--- config.mk ---
export PLATFORM = sky130hd
export DESIGN_NAME = wdog_window_cmp
export DESIGN_NICKNAME = d
export VERILOG_FILES = /design/src/rtl/wwc_pkg.sv /design/src/rtl/wwc_seq.sv /design/src/rtl/wwc_cmp.sv /design/src/rtl/wwc_status.sv /design/src/rtl/wdog_window_cmp.sv
export SDC_FILE = /design/constraint.sdc
export NUM_CORES = 1
export LEC_CHECK = 0
export ABC_AREA = 1
export BUFFER_PORTS_ARGS = -buffer_cell sky130_fd_sc_hd__buf_4
export CORE_AREA = 2 2 75 77
export CTS_BUF_LIST = sky130_fd_sc_hd__clkbuf_8
export DETAILED_ROUTE_END_ITERATION = 10
export DIE_AREA = 0 0 77 79
export PLACE_DENSITY_LB_ADDON = 0.25
export SYNTH_ARGS = -nofsm -noshare
export SYNTH_HDL_FRONTEND = slang
export SYNTH_SLANG_ARGS = --single-unit
--- constraint.sdc ---
create_clock -name clk -period 1.9 [get_ports clk]
set_clock_uncertainty 0.2 [all_clocks]
set_input_delay 0.19 -clock clk [delete_from_list [all_inputs] [get_ports clk]]
set_output_delay 0.19 -clock clk [all_outputs]
set_load 0.005 [all_outputs]
--- src/rtl/wwc_pkg.sv ---
package wwc_pkg;

  typedef enum logic [2:0] {
    ST_IDLE = 3'd0,
    ST_AZ1  = 3'd1,
    ST_CMP1 = 3'd2,
    ST_AZ2  = 3'd3,
    ST_CMP2 = 3'd4
  } wwc_state_e;

  // Trip rule: strict above or strict below, on sign-extended values.
  function automatic logic wwc_trips(input logic signed [31:0] smp,
                                     input logic signed [31:0] lim,
                                     input logic               above);
    logic gt, lt;
    gt = (smp > lim);
    lt = (smp < lim);
    return above ? gt : lt;
  endfunction

endpackage

--- src/rtl/wwc_seq.sv ---
module wwc_seq #(
  parameter int AZ_CYCLES = 4
) (
  input  logic                clk,
  input  logic                rst_n,
  input  logic                start_i,
  input  logic                sync_dir_i,
  input  logic                sync_in_i,
  input  logic                az_en_i,
  output wwc_pkg::wwc_state_e state_o,
  output logic                start_evt_o
);
  import wwc_pkg::*;

  localparam int CW = $clog2(AZ_CYCLES + 1);
  localparam logic [CW-1:0] AZ_LOAD = CW'(AZ_CYCLES - 1);

  wwc_state_e    state_q;
  logic          sync_q;
  logic          az_en_q;
  logic [CW-1:0] cnt_q;
  logic          req;

  assign req         = sync_dir_i ? start_i : (sync_in_i && !sync_q);
  assign start_evt_o = (state_q == ST_IDLE) && req;
  assign state_o     = state_q;

  always_ff @(posedge clk or negedge rst_n) begin
    if (!rst_n) begin
      state_q <= ST_IDLE;
      sync_q  <= 1'b0;
      az_en_q <= 1'b0;
      cnt_q   <= '0;
    end else begin
      sync_q <= sync_in_i;
      unique case (state_q)
        ST_IDLE: begin
          if (start_evt_o) begin
            az_en_q <= az_en_i;
            cnt_q   <= AZ_LOAD;
            state_q <= az_en_i ? ST_AZ1 : ST_CMP1;
          end
        end
        ST_AZ1: begin
          if (cnt_q == '0) state_q <= ST_CMP1;
          else             cnt_q   <= cnt_q - 1'b1;
        end
        ST_CMP1: begin
          cnt_q   <= AZ_LOAD;
          state_q <= az_en_q ? ST_AZ2 : ST_CMP2;
        end
        ST_AZ2: begin
          if (cnt_q == '0) state_q <= ST_CMP2;
          else             cnt_q   <= cnt_q - 1'b1;
        end
        ST_CMP2: state_q <= ST_IDLE;
        default: state_q <= ST_IDLE;
      endcase
    end
  end

endmodule

--- src/rtl/wwc_cmp.sv ---
module wwc_cmp #(
  parameter int DW = 13
) (
  input  logic          en_i,
  input  logic [DW-1:0] sample_i,
  input  logic [DW-1:0] limit_i,
  input  logic          above_i,
  output logic          hit_o
);
  import wwc_pkg::*;

  logic signed [31:0] smp_x, lim_x;

  assign smp_x = 32'(signed'(sample_i));
  assign lim_x = 32'(signed'(limit_i));
  assign hit_o = en_i && wwc_trips(smp_x, lim_x, above_i);

endmodule

--- src/rtl/wwc_status.sv ---
module wwc_status #(
  parameter int PTR_W = 3
) (
  input  logic             clk,
  input  logic             rst_n,
  input  logic [1:0]       hit_i,
  input  logic [PTR_W-1:0] ptr_i,
  input  logic             rd_i,
  output logic [PTR_W+1:0] stat_o,
  output logic             irq_o
);

  logic [1:0]       flags_q;
  logic [PTR_W-1:0] ptr_q;

  always_ff @(posedge clk or negedge rst_n) begin
    if (!rst_n) begin
      flags_q <= '0;
      ptr_q   <= '0;
    end else begin
      logic [1:0]       f_n;
      logic [PTR_W-1:0] p_n;
      f_n = rd_i ? 2'b00 : flags_q;
      p_n = rd_i ? '0 : ptr_q;
      if (|hit_i) p_n = ptr_i;
      flags_q <= f_n | hit_i;
      ptr_q   <= p_n;
    end
  end

  assign stat_o = {ptr_q, flags_q};
  assign irq_o  = |flags_q;

endmodule

--- src/rtl/wdog_window_cmp.sv ---
module wdog_window_cmp #(
  parameter int DW        = 13,
  parameter int PTR_W     = 3,
  parameter int AZ_CYCLES = 4
) (
  input  logic             clk,
  input  logic             rst_n,
  input  logic             start_i,
  input  logic             sync_dir_i,
  input  logic             sync_in_i,
  output logic             sync_out_o,
  input  logic             autozero_en_i,
  output logic             az_strobe_o,
  input  logic [PTR_W-1:0] instr_ptr_i,
  input  logic [DW-1:0]    limit1_i,
  input  logic [DW-1:0]    limit2_i,
  input  logic             above1_i,
  input  logic             above2_i,
  input  logic [DW-1:0]    sample_i,
  output logic             busy_o,
  input  logic             stat_rd_i,
  output logic [PTR_W+1:0] stat_o,
  output logic             irq_o
);
  import wwc_pkg::*;

  localparam int NLIM = 2;

  wwc_state_e       state;
  logic             start_evt;
  logic             cmp1_act, cmp2_act, az_act;
  logic             hit1_evt, hit2_evt;
  logic [NLIM-1:0]  cmp_act;
  logic [NLIM-1:0]  hit_evt;
  logic [DW-1:0]    lim_q   [NLIM];
  logic [NLIM-1:0]  above_q;
  logic [PTR_W-1:0] ptr_q;
  logic [DW-1:0]    lim_in  [NLIM];
  logic [NLIM-1:0]  above_in;

  assign lim_in[0] = limit1_i;
  assign lim_in[1] = limit2_i;
  assign above_in  = {above2_i, above1_i};

  wwc_seq #(.AZ_CYCLES(AZ_CYCLES)) u_seq (
    .clk         (clk),
    .rst_n       (rst_n),
    .start_i     (start_i),
    .sync_dir_i  (sync_dir_i),
    .sync_in_i   (sync_in_i),
    .az_en_i     (autozero_en_i),
    .state_o     (state),
    .start_evt_o (start_evt)
  );

  always_ff @(posedge clk or negedge rst_n) begin
    if (!rst_n) begin
      for (int i = 0; i < NLIM; i++) lim_q[i] <= '0;
      above_q <= '0;
      ptr_q   <= '0;
    end else if (start_evt) begin
      for (int i = 0; i < NLIM; i++) lim_q[i] <= lim_in[i];
      above_q <= above_in;
      ptr_q   <= instr_ptr_i;
    end
  end

  assign cmp1_act   = (state == ST_CMP1);
  assign cmp2_act   = (state == ST_CMP2);
  assign az_act     = (state == ST_AZ1) || (state == ST_AZ2);
  assign cmp_act    = {cmp2_act, cmp1_act};

  for (genvar g = 0; g < NLIM; g++) begin : g_lim
    wwc_cmp #(.DW(DW)) u_cmp (
      .en_i     (cmp_act[g]),
      .sample_i (sample_i),
      .limit_i  (lim_q[g]),
      .above_i  (above_q[g]),
      .hit_o    (hit_evt[g])
    );
  end

  assign hit1_evt = hit_evt[0];
  assign hit2_evt = hit_evt[1];

  wwc_status #(.PTR_W(PTR_W)) u_stat (
    .clk    (clk),
    .rst_n  (rst_n),
    .hit_i  (hit_evt),
    .ptr_i  (ptr_q),
    .rd_i   (stat_rd_i),
    .stat_o (stat_o),
    .irq_o  (irq_o)
  );

  assign busy_o      = (state != ST_IDLE);
  assign az_strobe_o = az_act;
  assign sync_out_o  = sync_dir_i && busy_o;

endmodule

==> metrics.md, run 1 <==
| Metric | Value |
|---|---|
| Outcome | finished with violations |
| Failing checks | negative setup slack |
| Die area | between 0.006 and 0.007 mm² |
| H-Tree Depth | 2 |
| Part of the cycle the worst path needs | 1.05 |
| Maximum fanout along the worst path | 5 |
| Yosys top cell area share | 0.428 |
| Net count after synthesis | slightly below 400 |
| Initial core utilization | 0.482 |
| Buffers on Ports | 59 |
| #FFs+latches synth | between 40 and 50 |
| Dpl ws | -0.157 ns |
| CTS Root Cell | clkbuf_8 |
| First-pass GRT wire length | ~9.7 mm |
| Critical Path AT | 1.99 ns |
| Critical path class | flop to flop |
| CTS tree | done |
| Antenna violations before repair | 0 |
| Die W | roughly 77 µm |
| Finished layout cell area | 0.00389 mm² |
| Power density over cell area | between 1000 and 1500 mW/mm² |
| Final Max Slew Viols | 0 |
| Synth warnings | 0 |
| Vias | 2,360 |
| Num rows | 27 |
| Total gr overflow | 0 |
| GP Congestion | 0.888 |
| Synth area leaders | dfrtp_1, ha_1, inv_1, nand2_1, a21oi_1 |
| CP Data Required Time | ~1.9 ns |
| Avg Inst Size Synth | 8.14 µm² |
| Async set-reset flop share out of synthesis | 1.00 |
| Cell count after synthesis | 316 |
| GRT Util Overall | 0.198 |
| # DRC | 0 |
| Routed Antenna Nets | 0 |
| Area grow syn2layout | 51.4% |
| Worst setup EP type | flop |
| PnR worst setup slack | -0.0987 ns |
| RSZ-0062 raised after global routing | true |
| Cts bufs inserted | 5 |
| Vias per cell | 4.77 |
| Post-layout min period | 2.00 ns |
| Max_slew headroom | 0.625 |
| Avg WL per Cell | between 10 and 15 µm |
| Worst setup SP type | flop |
| Synth unique cells | 25 |
| Placeable Area | 0.00534 mm² |
| Pleak | roughly 0.0020 µW |
| CTS clk-pin slew, worst paths | ~0.080 ns |
| Peak VDD IR | about 0.96 mV |
| Total wire length | 6.02 mm |
| EDFF count, synth | 0 |
| Die H | 79 µm |
| Fmax | between 500 and 600 MHz |
| Setup violations, final | 4 |
| Post-Place Cell Area | 0.00315 mm² |
| Post-Synthesis Cell Area | approximately 0.0026 mm² |
| Pin count of the biggest net entering global routing | 45 |
| Layout cell share with drive strength beyond 1 | 0.348 |
| Synth top cells by count | inv_1, nand2_1, dfrtp_1, nor2_1, a21oi_1 |
| I/O Pins | 60 |
| CTS sink cnt | between 40 and 50 |
| Ys flop type | dfrtp_1 |
| Layout Nets | approximately 500 |
| Drt first pass iters | 4 |
| Initial DRC count | between 100 and 150 |
| Sequential fraction of the synthesis area | 0.428 |
| Area leader, netlist | dfrtp_1 |
| Count leader, synth | inv_1 |
| Max-cap violations | 0 |
| Fin. Hold Viols | 0 |
| Worst slew pin tran | around 0.56 ns |
| CTS max path bufs | 2 |
| Vias in the first global route | roughly 2,300 |
| Post-DP HPWL | 3.95 mm |
| Clk Latency, worst-skew pair | ~0.3 ns |
| Worst hold path type | input pin to flop |
| ANT cells | 0 |
-- cell usage in the layout, fill, tap and decap left out, types with 3 or more instances in the layout --
master and instances:
o21ai_1 4, nand3_2 7, nor2_1 37, inv_2 20, a21oi_2 3, ha_4 12, clkbuf_8 5, mux2_1 6
dlygate4sd3_1 35, nand2_1 41, nand2_4 4, nand2_2 17, dfrtp_1 44, buf_4 70, ha_1 16, inv_1 44
nand3_1 5, nand4_1 5, nor2_4 5, a21oi_1 31
-- worst max-delay path, cell delays in order, from the launching register on --
cell and delay, ns:
dfrtp_1 0.36, inv_1 0.07, ha_1 0.24, nand2_1 0.11, nor2_1 0.06, nand2_1 0.07, nand3_1 0.09, nand2_2 0.09
nand2_1 0.07, nand2_2 0.10, nand3_2 0.07, nand2_2 0.07, inv_2 0.04, nand2_4 0.09, nand2_4 0.06, nand2_1 0.06
nand2_1 0.04
-- report_power, final --
part | switching [µW] | total, µW | internal (µW)
combinational | 1450 | 2650 | 1210
sequential | 210 | 1570 | 1360
clock | 317 | 702 | 385
-- logic make-up after synthesis --
family	synth area share
AO/OA/AOI/OAI	0.0934
XOR/XNOR	0.00341
adder cells (fa/ha/maj)	0.136
buffers and inverters	0.102
flip-flops	0.428
multiplexers	0.0263
AND/OR/NAND/NOR	0.211
-- state kept, by name (all words and copies together) (netlist names), 2 cells and up --
register	flops
above_q	2
lim_q	26
u_seq.state_o	3
u_seq.cnt_q	3
u_stat.flags_q	2
ptr_q	3
u_stat.ptr_q	3
-- routing by layer --
| metal | global-route usage | vias up | part of all wire | wire [µm] |
|---|---|---|---|---|
| met5 | 0 | - | 0 | 0 |
| met4 | 0.0589 | 0 | 0.011 | 66 |
| met3 | 0.0352 | 5 | 0.035 | 210 |
| met2 | 0.376 | 48 | 0.54 | 3230 |
| met1 | 0.228 | 1099 | 0.42 | 2510 |
| li1 | - | 1208 | - | - |
-- metrics by stage --
step	utilization	setup TNS, ns	std cells	power (µW)	hold slack [ns]
after detailed placement	0.590	-0.513	450	3670	0.0303
final	0.730	-0.280	495	4930	0.118
after global routing	0.730	-0.954	495	5390	0.165
after CTS	0.688	-0.244	493	4540	0.0765
after global placement	0.590	-0.236	450	3590	0.0256
after floorplan	-	0	316	2970	-0.306
-- cell type report --
type,instances,area (µm²)
clock buffer,5,68.8
clock inverter,3,38.8
fill,395,1440
inverter,63,236
multi-input combinational,203,1480
sequential,44,1100
tap,72,90.1
timing repair buffer,105,876
-- worst paths after layout --
| path | start | end | slack (ns) | cells after the start |
|---|---|---|---|---|
| max | lim_q[2]$_DFFE_PN0P_ | u_stat.ptr_q[2]$_DFFE_PN0P_ | -0.1 | 16 |
| min | start_i | u_seq.state_o[0]$_DFFE_PN0P_ | 0.12 | 5 |
| max reg2reg | lim_q[2]$_DFFE_PN0P_ | u_stat.ptr_q[2]$_DFFE_PN0P_ | -0.1 | 16 |
| min reg2reg | ptr_q[2]$_DFFE_PN0P_ | u_stat.ptr_q[2]$_DFFE_PN0P_ | 0.28 | 2 |
| max in group asynchronous | rst_n | lim_q[4]$_DFFE_PN0P_ | 0.89 | 2 |
| min in group asynchronous | rst_n | lim_q[12]$_DFFE_PN0P_ | 0.23 | 2 |
-- timing repair --
action,4_1_cts,5_1_grt
setup endpoints to repair,5,26
resized for setup,12,47
pin swaps,6,22
cloned,0,0
hold buffers,35,0
hold endpoints to repair,83,0
setup buffers,0,2
(Power assumes the default switching activity.)
==> run 2, diff against run 1 <==
--- a/config.mk
+++ b/config.mk
@@ -7,10 +7,10 @@
 export LEC_CHECK = 0
 export ABC_AREA = 1
 export BUFFER_PORTS_ARGS = -buffer_cell sky130_fd_sc_hd__buf_4
-export CORE_AREA = 2 2 75 77
+export CORE_AREA = 2 2 71 73
 export CTS_BUF_LIST = sky130_fd_sc_hd__clkbuf_8
 export DETAILED_ROUTE_END_ITERATION = 10
-export DIE_AREA = 0 0 77 79
+export DIE_AREA = 0 0 73 75
 export PLACE_DENSITY_LB_ADDON = 0.25
 export SYNTH_ARGS = -nofsm -noshare
 export SYNTH_HDL_FRONTEND = slang
==> constraint.sdc (replaced) <==
create_clock -name clk -period 2 [get_ports clk]
set_clock_uncertainty 0.2 [all_clocks]
set_input_delay 0.2 -clock clk [delete_from_list [all_inputs] [get_ports clk]]
set_output_delay 0.2 -clock clk [all_outputs]
set_load 0.005 [all_outputs]
==> run 2 against run 1 <==
Against the previous run:
- the flow still finishes with violations (negative setup slack)
- cell count fell by 4.0%
- maximum frequency shrank 2.1%
- die area down 10%
- global-route usage grew 3.2 points
==> metrics.md, run 2 (synthesis results as in run 1) <==
| Metric | Value |
|---|---|
| Most frequent cells in the layout | buf_4, inv_1, dfrtp_1 |
| Dpl ws | -0.0480 ns |
| Pin count of the biggest net entering global routing | 45 |
| Setup slack, reg-to-reg | -0.04 ns |
| Drt first pass iters | 4 |
| Vias per cell | 5.06 |
| Combinational group share of total power | 0.558 |
| Setup TNS Final | -0.0860 ns |
| Switch share | 0.417 |
| Layout Nets | 500 |
| Cts bufs inserted | 5 |
| First-pass GRT wire length | roughly 9.8 mm |
| Fmax | around 500 MHz |
| Initial core utilization | 0.552 |
| Total gr overflow | 0 |
| Buffers on Ports | 59 |
| Post-layout min period | 2.04 ns |
| Failing checks | negative setup slack |
| Worst hold path type | input pin to flop |
| GRT Util Overall | 0.230 |
| Die W | roughly 73 µm |
| Routed Antenna Nets | 0 |
| Worst slew pin tran | 0.577 ns |
| Maximum fanout along the worst path | 5 |
| Reg power frac | 0.327 |
| Post-DP HPWL | 3.98 mm |
| Worst setup EP type | flop |
| Placeable Area | roughly 0.0047 mm² |
| Max reg flops | 26 |
| Crit path to | u_stat.ptr_q[1]$_DFFE_PN0P_ |
| Area grow syn2layout | 48.2% |
| CTS clk-pin slew, worst paths | 0.08 ns |
| CTS sink cnt | between 40 and 50 |
| Non-Filler Instances | 475 |
| Dpl cells | approximately 430 |
| Critical path class | flop to flop |
| Total wire length | between 6 and 7 mm |
| Clock share of power | 0.115 |
| Net Sw Power | between 1500 and 2000 µW |
| Clk Latency, worst-skew pair | 0.30 ns |
| GP Congestion | 0.835 |
| Critical Path AT | between 2 and 2.5 ns |
| PnR worst setup slack | -0.0419 ns |
| Fill cells | 275 |
| Reg with most FFs | lim_q |
| CTS tree | done |
| Commonest non-fill, non-tap cell in the layout | buf_4 |
| Num rows | 25 |
| Setup violations, final | 4 |
| Max_slew headroom | 0.615 |
| Max-cap violations | 0 |
| Post-Place Cell Area | roughly 0.0031 mm² |
| Final Hold Slack | roughly 0.10 ns |
| Vias in the first global route | 2,342 |
| RSZ-0062 raised after global routing | true |
| Power density over cell area | between 1000 and 1500 mW/mm² |
| Cell Int Power | approximately 2700 µW |
| # DRC | 0 |
| CP Data Required Time | about 2.0 ns |
| CTS max path bufs | 2 |
| Die H | 75 µm |
| Vias | 2,402 |
| Part of the cycle the worst path needs | 1.02 |
| Final Max Slew Viols | 0 |
| Source of the critical timing path | lim_q[4]$_DFFE_PN0P_ |
| Outcome | finished with violations |
| Antenna violations before repair | 0 |
| I/O Pins | 60 |
| Worst setup SP type | flop |
| RR Startpoint | lim_q[4]$_DFFE_PN0P_ |
| H-Tree Depth | 2 |
| Finished layout cell area | 0.00381 mm² |
| CTS Root Cell | clkbuf_8 |
| Pleak | about 0.0020 µW |
| Reg2reg path depth | 15 |
| Worst Hold Launch | start_i |
| R2r endpoint | u_stat.ptr_q[1]$_DFFE_PN0P_ |
| Initial DRC count | 103 |
| Fin. Hold Viols | 0 |
| Hold path cells | 5 |
| Layout cell share with drive strength beyond 1 | 0.330 |
| Peak VDD IR | roughly 0.75 mV |
| ANT cells | 0 |
| Avg WL per Cell | 14.0 µm |
| Die area | 0.00548 mm² |
-- run 2: power by group through the flow --
stage / clock, µW / combinational (µW) / sequential, µW
after floorplan: 0 / 1380 / 1440
after detailed placement: 0 / 1980 / 1480
final: 526 / 2550 / 1490
after global routing: 570 / 2840 / 1530
after global placement: 0 / 1900 / 1460
after CTS: 544 / 2110 / 1460
-- run 2: through the flow --
| stage | power (µW) | utilization |
|---|---|---|
| finish | 4570 | 0.818 |
| floorplan | 2820 | - |
| global route | 4940 | 0.818 |
| detailed placement | 3460 | 0.664 |
| global placement | 3360 | 0.664 |
| CTS | 4110 | 0.765 |
-- run 2: worst min-delay path by stage --
| stage | endpoint | slack, ns |
|---|---|---|
| final | u_seq.state_o[0]$_DFFE_PN0P_ | 0.10 |
| after floorplan | above_q[0]$_DFFE_PN0P_ | -0.30 |
| after global placement | lim_q[3]$_DFFE_PN0P_ | 0.03 |
| after detailed placement | lim_q[3]$_DFFE_PN0P_ | 0.04 |
| after global routing | u_seq.state_o[0]$_DFFE_PN0P_ | 0.14 |
| after CTS | u_seq.state_o[0]$_DFFE_PN0P_ | 0.11 |
-- run 2: cell type report --
type	instances	area [µm²]	area share
sequential	44	1100	0.289
clock inverter	2	8.76	0.00230
timing repair buffer	104	868	0.228
clock buffer	5	68.8	0.0181
tap	54	67.6	0.0177
multi-input combinational	203	1460	0.383
inverter	63	236	0.0620
-- run 2: what timing repair did --
action / CTS / global route
buffers inserted: 0 / 5
endpoints found under the setup margin: 3 / 5
hold endpoints to repair: 80 / 0
pin swaps: 1 / 22
resized for setup: 6 / 47
hold buffers: 35 / 0
-- run 2: per-layer routing --
metal  GRT usage  part of all wire
met4      0.0761             0.026
met5           0                 0
met2       0.420              0.53
met1       0.270              0.41
met3      0.0469             0.039
-- run 2: critical path, cell delays in order (launching register included) --
cell	delay, ns
dfrtp_1	0.37
inv_1	0.09
ha_1	0.26
nand2_2	0.09
inv_1	0.06
nand2_1	0.06
nand3_1	0.09
nand2_2	0.07
nand2_1	0.05
nand2_1	0.09
nand3_1	0.09
nand2_1	0.08
inv_2	0.04
nand2_4	0.10
nand4_1	0.15
nand2_1	0.09
==> run 3, diff against run 2 <==
--- a/config.mk
+++ b/config.mk
@@ -12,6 +12,7 @@
 export DETAILED_ROUTE_END_ITERATION = 10
 export DIE_AREA = 0 0 73 75
 export PLACE_DENSITY_LB_ADDON = 0.25
+export RECOVER_POWER = 50
 export SYNTH_ARGS = -nofsm -noshare
 export SYNTH_HDL_FRONTEND = slang
 export SYNTH_SLANG_ARGS = --single-unit
==> run 3 against run 2 <==
Against the previous run:
- the flow still finishes with violations (negative setup slack)
- wire length decreased by 0.17%
- clock power about the same
- global-route usage unchanged
- cell count unchanged
- maximum frequency about the same
- via count increased by 0.17%
- total power about the same
- hold slack about the same
- combinational power about the same
- critical path depth unchanged
- highest routed layer unchanged
==> metrics.md, run 3 (synthesis results as in run 1) <==
| Metric | Value |
|---|---|
| Final Max Slew Viols | 0 |
| Worst slew pin tran | 1.13 ns |
| Clk Latency, worst-skew pair | 0.30 ns |
| CTS Root Cell | clkbuf_8 |
| Worst setup EP type | flop |
| Setup violations, final | 4 |
| Crit path buffers/inverters | 3 |
| Crit-path slowest cell | dfrtp_1 |
| Vias in the first global route | between 2,000 and 2,500 |
| Area grow syn2layout | 48.1% |
| Crit path top cell by count | nand2_1 |
| Drt first pass iters | 4 |
| Vias | roughly 2,400 |
| Layout Nets | 500 |
| Post-layout util | 0.817 |
| # DRC | 0 |
| CTS tree | done |
| Fill cells | between 200 and 300 |
| Finished layout cell area | 0.00381 mm² |
| Critical Path AT | roughly 2.1 ns |
| Initial core utilization | 0.552 |
| CTS max path bufs | 2 |
| Post-layout min period | around 2.0 ns |
| Pin count of the biggest net entering global routing | 45 |
| Part of the cycle the worst path needs | 1.02 |
| Kind of cell adding the most delay to the critical path | simple AND/OR/NAND/NOR gates |
| First-pass GRT wire length | about 9.8 mm |
| Placeable Area | approximately 0.0047 mm² |
| Max_slew headroom | 0.249 |
| Critical path class | flop to flop |
| Outcome | finished with violations |
| I/O Pins | 60 |
| Fmax | 490 MHz |
| CTS clk-pin slew, worst paths | roughly 0.080 ns |
| GP Congestion | approximately 0.83 |
| Worst hold path type | input pin to flop |
| Reg with most FFs | lim_q |
| Buffers on Ports | between 50 and 60 |
| Total wire length | about 6.6 mm |
| Commonest non-fill, non-tap cell in the layout | buf_4 |
| Dpl ws | -0.0480 ns |
| Worst setup SP type | flop |
| Max reg flops | 26 |
| H-Tree Depth | 2 |
| CTS sink cnt | 44 |
| Post-Place Cell Area | about 0.0031 mm² |
| Antenna violations before repair | 0 |
| Peak VDD IR | 0.746 mV |
| Vias per cell | between 5 and 6 |
| Die area | 0.00548 mm² |
| RSZ-0062 raised after global routing | true |
| Worst path cell trace | inv_1 > ha_1 > nand2_2 > inv_1 > nand2_1 > nand3_1 > nand2_2 > nand2_1 > nand2_1 > nand3_1 > nand2_1 > inv_2 > nand2_4 > nand4_1 > nand2_1 |
| Power density over cell area | around 1200 mW/mm² |
| ANT cells | 0 |
| Initial DRC count | between 100 and 150 |
| Post-DP HPWL | 3.98 mm |
| Max-cap violations | 0 |
| Avg WL per Cell | 14.0 µm |
| Critical path's largest stage delay | roughly 0.37 ns |
| CP Data Required Time | between 2 and 2.5 ns |
| Maximum fanout along the worst path | 5 |
| Die H | between 70 and 80 µm |
| Total gr overflow | 0 |
| PnR worst setup slack | -0.0406 ns |
| Failing checks | negative setup slack |
| GRT Util Overall | 0.230 |
| Layout cell share with drive strength beyond 1 | 0.330 |
| Most frequent cells in the layout | buf_4, inv_1, dfrtp_1 |
| Die W | between 70 and 80 µm |
| Num rows | 25 |
| Fin. Hold Viols | 0 |
| Routed Antenna Nets | 0 |
| Setup slack, reg-to-reg | -0.04 ns |
| Pleak | 0.00199 µW |
| Cts bufs inserted | 5 |
-- run 3: cell count changes in the layout (fill, tap and decap cells not counted), sizes merged --
cell    delta
buf        -3
clkbuf     +3
-- run 3: worst paths after layout --
check / cells past startpoint / start / endpoint
worst max-delay path: 15 / lim_q[4]$_DFFE_PN0P_ / u_stat.ptr_q[1]$_DFFE_PN0P_
worst min-delay path: 5 / start_i / u_seq.state_o[0]$_DFFE_PN0P_
worst max register to register: 15 / lim_q[4]$_DFFE_PN0P_ / u_stat.ptr_q[1]$_DFFE_PN0P_
worst min register to register: 2 / ptr_q[1]$_DFFE_PN0P_ / u_stat.ptr_q[1]$_DFFE_PN0P_
max in group asynchronous: 2 / rst_n / lim_q[25]$_DFFE_PN0P_
min in group asynchronous: 2 / rst_n / lim_q[16]$_DFFE_PN0P_
-- run 3: repair_timing --
action | CTS | global route
endpoints found under the hold margin | 80 | 0
resized for setup | 6 | 47
cloned | 0 | 0
setup buffers | 0 | 5
endpoints found under the setup margin | 3 | 5
pin swaps | 1 | 22
hold buffers | 35 | 0
-- run 3: per-layer routing --
| metal | track usage | vias up | part of all wire |
|---|---|---|---|
| met5 | 0 | - | 0 |
| met4 | 0.0761 | 0 | 0.026 |
| met3 | 0.0469 | 18 | 0.039 |
| met2 | 0.420 | 66 | 0.53 |
| met1 | 0.270 | 1118 | 0.41 |
| li1 | - | 1204 | - |
-- run 3: tightest hold or removal path, stage by stage --
cell	delay (ns)
buf_4	0.08
nand2_1	0.04
nand2_1	0.09
nor2_1	0.06
nor2_1	0.10
-- run 3: layout make-up --
| cell class | count | area (µm²) | share of cell area |
|---|---|---|---|
| timing repair buffer | 104 | 866 | 0.227 |
| sequential | 44 | 1100 | 0.289 |
| tap | 54 | 67.6 | 0.0177 |
| inverter | 63 | 236 | 0.0621 |
| clock inverter | 2 | 8.76 | 0.00230 |
| clock buffer | 5 | 68.8 | 0.0181 |
| multi-input combinational | 203 | 1460 | 0.384 |
-- run 3: per-stage QoR --
stage | setup TNS [ns] | total power [µW] | instances | hold WS, ns
after detailed placement | -0.0791 | 3460 | 428 | 0.0401
after CTS | 0 | 4110 | 470 | 0.111
final | -0.0835 | 4570 | 475 | 0.103
after global routing | -0.475 | 4940 | 475 | 0.144
after global placement | 0 | 3360 | 428 | 0.0349
after floorplan | 0 | 2820 | 316 | -0.296
-- run 3: power by group --
| group | switching (µW) | internal, µW |
|---|---|---|
| logic | 1410 | 1140 |
| clock network | 295 | 233 |
| registers | 201 | 1290 |
| total | 1910 | 2660 |
